<file path="config.mk">
export PLATFORM = sky130hd
export DESIGN_NAME = shiftadd_smul
export DESIGN_NICKNAME = d
export VERILOG_FILES = /design/src/rtl/smul_pkg.sv /design/src/rtl/smul_addsub.sv /design/src/rtl/smul_downcnt.sv /design/src/rtl/smul_ctrl.sv /design/src/rtl/smul_datapath.sv /design/src/rtl/shiftadd_smul.sv
export SDC_FILE = /design/constraint.sdc
export NUM_CORES = 1
export LEC_CHECK = 0
export ABC_AREA = 1
export ABC_CLOCK_PERIOD_IN_PS = 2700
export BUFFER_PORTS_ARGS = -buffer_cell sky130_fd_sc_hd__clkbuf_2
export CAP_MARGIN = 30
export CORE_UTILIZATION = 40
export CTS_CLUSTER_DIAMETER = 40
export CTS_CLUSTER_SIZE = 8
export DETAILED_ROUTE_END_ITERATION = 7
export HOLD_SLACK_MARGIN = 0.05
export PLACE_DENSITY = 0.7
export SYNTH_ARGS = -nofsm -noshare
export SYNTH_HDL_FRONTEND = slang
export SYNTH_HIERARCHICAL = 1
export SYNTH_SLANG_ARGS = --single-unit
</file>
<file path="constraint.sdc">
create_clock -name clk -period 2.7 [get_ports clk]
set_clock_uncertainty 0.05 [all_clocks]
set_input_delay 0.405 -clock clk [delete_from_list [all_inputs] [get_ports clk]]
set_output_delay 0.405 -clock clk [all_outputs]
set_load 0.02 [all_outputs]
</file>
<file path="src/rtl/smul_pkg.sv">
package smul_pkg;

    typedef enum logic [2:0] {
        ST_IDLE,
        ST_LOAD,
        ST_STEP,
        ST_CORR,
        ST_DONE
    } smul_state_e;

    // commands from the sequencer to the datapath
    typedef struct packed {
        logic capture;   // latch operands, clear accumulator
        logic step;      // ordinary add-and-shift cycle
        logic corr;      // sign-bit cycle: subtract-and-shift
    } smul_cmd_t;

    // Bit entering the accumulator MSB on a shift.
    // Ordinary cycle: the partial sum is zero until a 1 bit has been seen,
    //   afterwards it carries the multiplicand sign.
    // Correction cycle: the sign of the whole product, zero if either
    //   operand is zero (multiplier nonzero <=> seen or its sign bit set).
    function automatic logic fill_bit(input logic corr,
                                      input logic seen,
                                      input logic add_now,
                                      input logic mc_sign,
                                      input logic mc_zero);
        logic any_one;
        any_one = seen | add_now;
        if (corr)
            return any_one & ~mc_zero & (mc_sign ^ add_now);
        else
            return any_one & mc_sign;
    endfunction

endpackage

</file>
<file path="src/rtl/smul_addsub.sv">
module smul_addsub #(
    parameter int W = 4
) (
    input  logic [W-1:0] a,
    input  logic [W-1:0] b,
    input  logic         sub,   // 0 = add, 1 = subtract
    output logic [W-1:0] sum
);
    logic [W-1:0] b_eff;

    always_comb begin
        b_eff = b ^ {W{sub}};
        sum   = a + b_eff + {{(W-1){1'b0}}, sub};
    end
endmodule

</file>
<file path="src/rtl/smul_downcnt.sv">
module smul_downcnt #(
    parameter int W = 2
) (
    input  logic         clk,
    input  logic         rst,
    input  logic         load,
    input  logic [W-1:0] load_val,
    input  logic         dec,
    output logic         last      // current count is one: this decrement reaches zero
);
    logic [W-1:0] count;

    always_ff @(posedge clk) begin
        if (rst)
            count <= '0;
        else if (load)
            count <= load_val;
        else if (dec && count != '0)
            count <= count - 1'b1;
    end

    assign last = (count == {{(W-1){1'b0}}, 1'b1});
endmodule

</file>
<file path="src/rtl/smul_ctrl.sv">
module smul_ctrl
    import smul_pkg::*;
(
    input  logic      clk,
    input  logic      rst,
    input  logic      start,
    input  logic      last,
    output smul_cmd_t cmd,
    output logic      cnt_load,
    output logic      cnt_dec,
    output logic      busy,
    output logic      done
);
    smul_state_e state, state_nx;

    always_ff @(posedge clk) begin
        if (rst)
            state <= ST_IDLE;
        else
            state <= state_nx;
    end

    always_comb begin
        state_nx = state;
        unique case (state)
            ST_IDLE: if (start) state_nx = ST_LOAD;
            ST_LOAD: state_nx = ST_STEP;
            ST_STEP: if (last) state_nx = ST_CORR;
            ST_CORR: state_nx = ST_DONE;
            ST_DONE: state_nx = ST_IDLE;
            default: state_nx = ST_IDLE;
        endcase
    end

    always_comb begin
        cmd.capture = (state == ST_IDLE) && start;
        cmd.step    = (state == ST_STEP);
        cmd.corr    = (state == ST_CORR);
        cnt_load    = (state == ST_LOAD);
        cnt_dec     = (state == ST_STEP);
        busy        = (state != ST_IDLE);
        done        = (state == ST_DONE);
    end
endmodule

</file>
<file path="src/rtl/smul_datapath.sv">
module smul_datapath
    import smul_pkg::*;
#(
    parameter int N = 4
) (
    input  logic           clk,
    input  logic           rst,
    input  smul_cmd_t      cmd,
    input  logic [N-1:0]   mcand_in,
    input  logic [N-1:0]   mplier_in,
    output logic [2*N-1:0] product
);
    logic [N-1:0] acc;
    logic [N-1:0] mq;
    logic [N-1:0] mcand;
    logic         seen;

    logic         add_now;
    logic [N-1:0] sum;
    logic [N-1:0] acc_upd;
    logic         fill;

    assign add_now = mq[0];

    smul_addsub #(.W(N)) u_addsub (
        .a   (acc),
        .b   (mcand),
        .sub (cmd.corr),
        .sum (sum)
    );

    always_comb begin
        acc_upd = add_now ? sum : acc;
        fill    = fill_bit(cmd.corr, seen, add_now, mcand[N-1], mcand == '0);
    end

    always_ff @(posedge clk) begin
        if (rst) begin
            acc   <= '0;
            mq    <= '0;
            mcand <= '0;
            seen  <= 1'b0;
        end else if (cmd.capture) begin
            acc   <= '0;
            mq    <= mplier_in;
            mcand <= mcand_in;
            seen  <= 1'b0;
        end else if (cmd.step || cmd.corr) begin
            {acc, mq} <= {fill, acc_upd, mq[N-1:1]};
            seen      <= seen | add_now;
        end
    end

    assign product = {acc, mq};
endmodule

</file>
<file path="src/rtl/shiftadd_smul.sv">
module shiftadd_smul
    import smul_pkg::*;
#(
    parameter int N = 4
) (
    input  logic           clk,
    input  logic           rst,
    input  logic           start,
    input  logic [N-1:0]   multiplicand,
    input  logic [N-1:0]   multiplier,
    output logic           busy,
    output logic           done,
    output logic [2*N-1:0] product
);
    localparam int CW = (N <= 2) ? 1 : $clog2(N);
    localparam logic [CW-1:0] STEPS = CW'(N - 1);

    smul_cmd_t cmd;
    logic      cnt_load;
    logic      cnt_dec;
    logic      last;

    smul_ctrl u_ctrl (
        .clk      (clk),
        .rst      (rst),
        .start    (start),
        .last     (last),
        .cmd      (cmd),
        .cnt_load (cnt_load),
        .cnt_dec  (cnt_dec),
        .busy     (busy),
        .done     (done)
    );

    smul_downcnt #(.W(CW)) u_cnt (
        .clk      (clk),
        .rst      (rst),
        .load     (cnt_load),
        .load_val (STEPS),
        .dec      (cnt_dec),
        .last     (last)
    );

    smul_datapath #(.N(N)) u_dp (
        .clk       (clk),
        .rst       (rst),
        .cmd       (cmd),
        .mcand_in  (multiplicand),
        .mplier_in (multiplier),
        .product   (product)
    );
endmodule

</file>
==> metrics.csv, run 1 <==
metric,value,unit
final worst-path cycle share,0.832,
DIE WIDTH,55.6,um
switching power,351,uW
CTS tree,built,
Gate Count Post-Synth,173,
Final HPWL DP,1620,um
Top delay family on crit path,simple AND/OR/NAND/NOR gates,
critical path's slowest cell,nor2_1,
n_diodes,0,
row count,19,
# clock sinks,18,
DRT Pass-1 Iters,4,
Rel. slew slack,0.599,
maxcap violations,0,
Worst Hold End,u_dp/mcand[1]$_SDFFE_PP0P_,
Final TNS setup,0,ns
Worst-path clk slew,0.11,ns
die height,55.6,um
R2R Path End,u_dp/acc[2]$_SDFFE_PP0P_,
routability cong.,0.791,
hold path depth,3,
critical path cell sequence,nand2_1 -> nor2_1 -> xor2_1 -> ha_1 -> nand2_1 -> inv_1 -> nand3_1 -> nand2_1 -> inv_1 -> nand2_1 -> nand2_1 -> nand2_1 -> a31oi_1,
crit path DAT,2.44,ns
Comb pwr share,0.390,
Total Power,860,uW
area growth from synthesis to final layout,12.9,%
vias,1058,
Worst path most repeated cell,nand2_1,
# hold bufs at CTS,0,
crit-path max FO,7,
count of state elements after synthesis,18,
final hold viol count,0,
final hold slack,0.270,ns
CTS Buf Count,3,
critical path class,flip-flop to flip-flop,
Clock Path Buffers,2,
met1 Use GR,0.185,
# setup viols final,0,
sequential element share of the synthesized area,0.314,
Least-Margin Pin Slew,0.600,ns
Final ANT Viol Nets,0,
max incr delay on CP,0.47,ns
PostCTS Resize Cnt,0,
GR peak layer,met2,
clock network fraction of design power,0.203,
"Buf+Inv Stages, Crit Path",2,
RSZ-0062 raised after global routing,no,
io pins,21,
Internal Dissipation,509,uW
syn_area_per_cell,6.63,um2
total gr overflow,0,
H-tree Lvls,1,
vias in the first global route,880,
Via density,4.68,
fin. max-slew vios,0,
routed length per instance,9.45,um
Worst Setup Start Kind,flip-flop,
met2 Usage GRT,0.253,
die area,3090,um2
largest net degree at the start of global routing,15,
VDD IR max,431,uV
Reg power frac,0.406,
net total in the final layout,212,
r2r worst-path depth,13,
Leakage,0.000652,uW
"reg-to-reg slack, setup",0.45,ns
required time of the critical path,2.89,ns
core area,2730,um2
Initial Utilization,0.420,
"Setup Fix Bufs, Post-CTS",0,
pwr dens,664,nW/um2
switching part of the total power,0.408,
first-pass GRT wire length,3680,um
FMAX,0.445,GHz
met3 Use GR,0.0422,
drt drc,0,
Clock Latency Late Sink,0.30,ns
gr usage total,0.148,
post-synthesis cell type count,27,
Syn. warnings,6,
Mapped Area,1150,um2
CP Capture Type,flip-flop,
IO Port Bufs,20,
fin crit period,2.25,ns
status,completed,
layout cell share with drive strength beyond 1,0.221,
CTS root buf,clkbuf_4,
hold_sp,multiplicand[1],
worst min path class,input pin to flip-flop,
worst r2r src,u_ctrl/state[1]$_SDFFE_PP0P_,
initial antenna violation count,0,
Routed WL,2140,um
initial DRC count,23,
-- cells by family (layout without fill, tap and decap cells) --
kind of cell               after synthesis  count (layout)  synth area share
xor gates and xnor gates                 3               3            0.0229
and+or+nand+nor                         93              93             0.371
AOI/OAI and AO/OA                       21              21            0.0981
other                                    1               2           0.00327
buffers and inverters                   32              53             0.130
DFF                                     18              18             0.314
adders and majority gates                5               5            0.0611
-- routing by layer --
layer  part of all wire  wire length (um)  vias to the layer above
li1                   -                 -                      577
met3              0.050               106                        2
met1               0.51              1090                      454
met5                  0                 0                        -
met4             0.0047                10                        0
met2               0.43               924                       25
-- power groups by stage --
stage	registers (uW)	clock network (uW)	logic (uW)
CTS	349	182	337
finish	349	175	336
detailed placement	355	0	336
global route	356	191	385
global placement	355	0	336
floorplan	361	0	272
-- through the flow --
step,worst slack (ns),area [um2],util,instances
6_report,0.452,1290,0.474,226
2_1_floorplan,0.712,1150,-,174
3_3_place_gp,0.553,1260,0.460,222
3_5_place_dp,0.526,1260,0.460,222
5_1_grt,0.278,1290,0.474,226
4_1_cts,0.447,1290,0.474,226
-- layout make-up --
cell class,count,area (um2)
Fill cell,294,1440
Multi-Input combinational cell,124,642
Sequential cell,18,360
Inverter,28,110
Timing Repair Buffer,21,108
Tap cell,31,38.8
Clock buffer,4,36.3
-- how the worst max path moves through the flow --
stage / to / cells after the start / from / slack (ns)
2_1_floorplan: u_dp/acc[2]$_SDFFE_PP0P_ / 13 / u_ctrl/state[1]$_SDFFE_PP0P_ / 0.71
3_3_place_gp: u_dp/acc[2]$_SDFFE_PP0P_ / 13 / u_ctrl/state[1]$_SDFFE_PP0P_ / 0.55
3_5_place_dp: u_dp/acc[2]$_SDFFE_PP0P_ / 13 / u_ctrl/state[1]$_SDFFE_PP0P_ / 0.53
4_1_cts: u_dp/acc[2]$_SDFFE_PP0P_ / 13 / u_ctrl/state[1]$_SDFFE_PP0P_ / 0.45
5_1_grt: u_dp/acc[2]$_SDFFE_PP0P_ / 13 / u_ctrl/state[0]$_SDFFE_PP0P_ / 0.28
6_report: u_dp/acc[2]$_SDFFE_PP0P_ / 13 / u_ctrl/state[1]$_SDFFE_PP0P_ / 0.45
-- cell usage after synthesis --
library cell   n  area share
a21oi_1        7       0.031
o21ai_1        1      0.0044
fa_1           1       0.017
and2_1         1      0.0055
nor3_1         3       0.013
buf_8          1       0.013
conb_1         1      0.0033
buf_6          1      0.0098
a31oi_1        6       0.033
ha_1           4       0.044
inv_6          1      0.0076
buf_4          1      0.0065
dfxtp_1       18        0.31
nor2_4         2       0.020
nand2_4        1      0.0098
nand3_1        8       0.035
o21ai_0        7       0.031
nand3_2        4       0.035
nor2_1        15       0.049
inv_1         21       0.069
nand2_1       54        0.18
clkinv_1       1      0.0033
xor2_1         3       0.023
nand2_2        2       0.011
buf_2          1      0.0044
nor2_2         3       0.016
inv_2          5       0.016
-- sequential cells by signal, indices dropped and copies added, names as in the netlist --
| register | count |
|---|---|
| u_dp/mcand | 4 |
| u_cnt/count | 2 |
| u_dp/acc | 4 |
| u_dp/mq | 4 |
| u_dp/seen | 1 |
| u_ctrl/state | 3 |
-- tightest hold or removal path: stages --
cell	delay, ns
clkbuf_2	0.08
nor2_1	0.03
nor2_1	0.08
-- cell usage in the layout (no fill, tap or decap) --
master and instances:
inv_6 1, xor2_1 3, ha_1 4, nand2_1 54, dfxtp_1 18, clkbuf_2 20, nand2_4 1, nand2_2 2
nand3_1 8, buf_4 1, clkbuf_8 1, o21ai_0 7, o21ai_1 1, nor2_4 2, clkinv_1 1, a21oi_1 7
nor2_1 15, nor3_1 3, inv_1 21, nand3_2 4, and2_1 1, a31oi_1 6, clkbuf_4 3, inv_2 5
conb_1 2, fa_1 1, nor2_2 3
No activity file was read; power rests on OpenSTA's default activity.
==> run 2, diff against run 1 <==
Settings changed: ABC_CLOCK_PERIOD_IN_PS 2700 to 2300.
Clock period 2.7 ns to 2.3 ns, I/O delays scaled along.
==> run 2 against run 1 <==
Effect of this change: worst setup slack lost 0.14 ns; cell count stayed put; worst hold slack worse by 0.053 ns; critical path type unchanged.
==> metrics.csv, run 2 (same netlist as run 1, synthesis figures left out) <==
metric,value,unit,change
status,completed,,
Layout fillers,292,,-0.68%
net total in the final layout,213,,+0.47%
RSZ-0062 raised after global routing,no,,
crit path launch,u_ctrl/state[1]$_SDFFE_PP0P_,,
Worst Hold End,u_dp/mcand[1]$_SDFFE_PP0P_,,
routability cong.,0.768,,-2.9%
Worst Setup Start Kind,flip-flop,,
VDD IR max,422,uV,-2.2%
final setup margin,0.317,ns,-0.135 ns
final worst-path cycle share,0.862,,+0.0296
"most common cell after layout, fill and taps aside",nand2_1,,
Routed WL,2140,um,+0.33%
CTS root buf,clkbuf_4,,
top sig layer,met4,,
row count,19,,unchanged
initial DRC count,27,,+17%
crit path DAT,2.16,ns,-0.28 ns
R2R Path End,u_dp/acc[2]$_SDFFE_PP0P_,,
layout cell share with drive strength beyond 1,0.221,,unchanged
io pins,21,,unchanged
core area,2730,um2,unchanged
initial antenna violation count,0,,unchanged
hold_sp,multiplicand[1],,
Worst-path clk slew,0.10,ns,about the same
critical path's slowest cell,dfxtp_1,,
max incr delay on CP,0.42,ns,-0.05 ns
critical path class,flip-flop to flip-flop,,
# hold bufs at CTS,0,,unchanged
CTS tree,built,,
fin crit period,1.98,ns,-0.265 ns
die height,55.6,um,unchanged
maxcap violations,0,,unchanged
Worst path most repeated cell,nand2_1,,
Register Area,360,um2,unchanged
pre-CTS setup slack,0.336,ns,-0.190 ns
DIE WIDTH,55.6,um,unchanged
"reg-to-reg slack, setup",0.32,ns,-0.14 ns
PostCTS Resize Cnt,0,,unchanged
area growth from synthesis to final layout,12.3,%,
first-pass GRT wire length,3790,um,+3.0%
# setup viols final,0,,unchanged
top flop regs,"u_dp/acc x4, u_dp/mcand x4, u_dp/mq x4",,
met1 WL,1080,um,-1.7%
Leakage,0.000650,uW,-0.27%
Clock Path Buffers,2,,unchanged
Total Power,967,uW,+12%
crit-path max FO,5,,-2
FMAX,0.504,GHz,+13%
H-tree Lvls,1,,unchanged
critical path cell sequence,nand2_1 -> nor2_1 -> xor2_1 -> ha_1 -> nand2_1 -> inv_1 -> nand3_1 -> nand2_1 -> inv_1 -> nand2_1 -> nand2_1 -> nand2_1 -> a31oi_1,,
Final HPWL DP,1660,um,+2.8%
Final TNS setup,0,ns,unchanged
die area,3090,um2,unchanged
# clock sinks,18,,unchanged
n_diodes,0,,unchanged
"Setup Fix Bufs, Post-CTS",0,,unchanged
gr usage total,0.151,,+0.00227
vias in the first global route,910,,+3.4%
Final ANT Viol Nets,0,,unchanged
largest net degree at the start of global routing,15,,unchanged
Clock Latency Late Sink,0.29,ns,about the same
Via density,4.65,,-0.76%
CTS Buf Count,3,,unchanged
IO Port Bufs,20,,unchanged
r2r worst-path depth,13,,unchanged
worst min path class,input pin to flip-flop,,
final hold viol count,0,,unchanged
routed wl met3,110,um,+3.8%
drt drc,0,,unchanged
worst r2r src,u_ctrl/state[1]$_SDFFE_PP0P_,,
required time of the critical path,2.48,ns,-0.41 ns
CP Capture Type,flip-flop,,
routed length per instance,9.48,um,+0.33%
DRT Pass-1 Iters,4,,unchanged
Detail Route met2 WL,935,um,+1.2%
most frequent cells in the layout,"54 x nand2_1, 21 x inv_1, 20 x clkbuf_2",,
hold path depth,3,,unchanged
Initial Utilization,0.420,,unchanged
pwr dens,750,nW/um2,+13%
vias,1050,,-0.76%
total gr overflow,0,,unchanged
fin. max-slew vios,0,,unchanged
area of the multi-input gates,642,um2,unchanged
-- run 2: worst max-delay path by stage --
| stage | end | cells after the start |
|---|---|---|
| after detailed placement | u_dp/acc[2]$_SDFFE_PP0P_ | 13 |
| after global placement | u_dp/acc[2]$_SDFFE_PP0P_ | 13 |
| after floorplan | u_dp/acc[2]$_SDFFE_PP0P_ | 13 |
| after CTS | u_dp/acc[2]$_SDFFE_PP0P_ | 13 |
| after global routing | u_dp/acc[2]$_SDFFE_PP0P_ | 13 |
| final | u_dp/acc[2]$_SDFFE_PP0P_ | 13 |
-- run 2: worst max-delay path: cells and delay by family, from the launching register on --
kind	cells	cell delay, ns
simple gates	8	0.63
flops	1	0.42
xor+xnor	1	0.28
fa+ha+maj	1	0.28
compound gates	1	0.16
buf+inv	2	0.08
-- run 2: area by class of cell --
type / count / area share
multi-input combinational: 124 / 0.498
timing repair buffer: 22 / 0.0893
sequential: 18 / 0.280
tap: 31 / 0.0301
clock buffer: 3 / 0.0175
inverter: 28 / 0.0854
-- run 2: report_power, final --
part	internal, uW	switching [uW]
Combinational	144	251
Clock	61.0	99.9
Sequential	359	51.8
-- run 2: metrics by stage --
stage / utilization / instances / instance area [um2] / hold WS (ns)
floorplan: - / 174 / 1150 / 0.364
global placement: 0.463 / 223 / 1270 / 0.416
detailed placement: 0.463 / 223 / 1270 / 0.423
CTS: 0.471 / 226 / 1290 / 0.211
global route: 0.471 / 226 / 1290 / 0.239
finish: 0.471 / 226 / 1290 / 0.217
-- run 2: layer usage --
metal / GRT usage / up-vias
met4: 0.0321 / 0
met3: 0.0281 / 2
met1: 0.204 / 442
met5: 0 / -
met2: 0.250 / 26
li1: - / 580
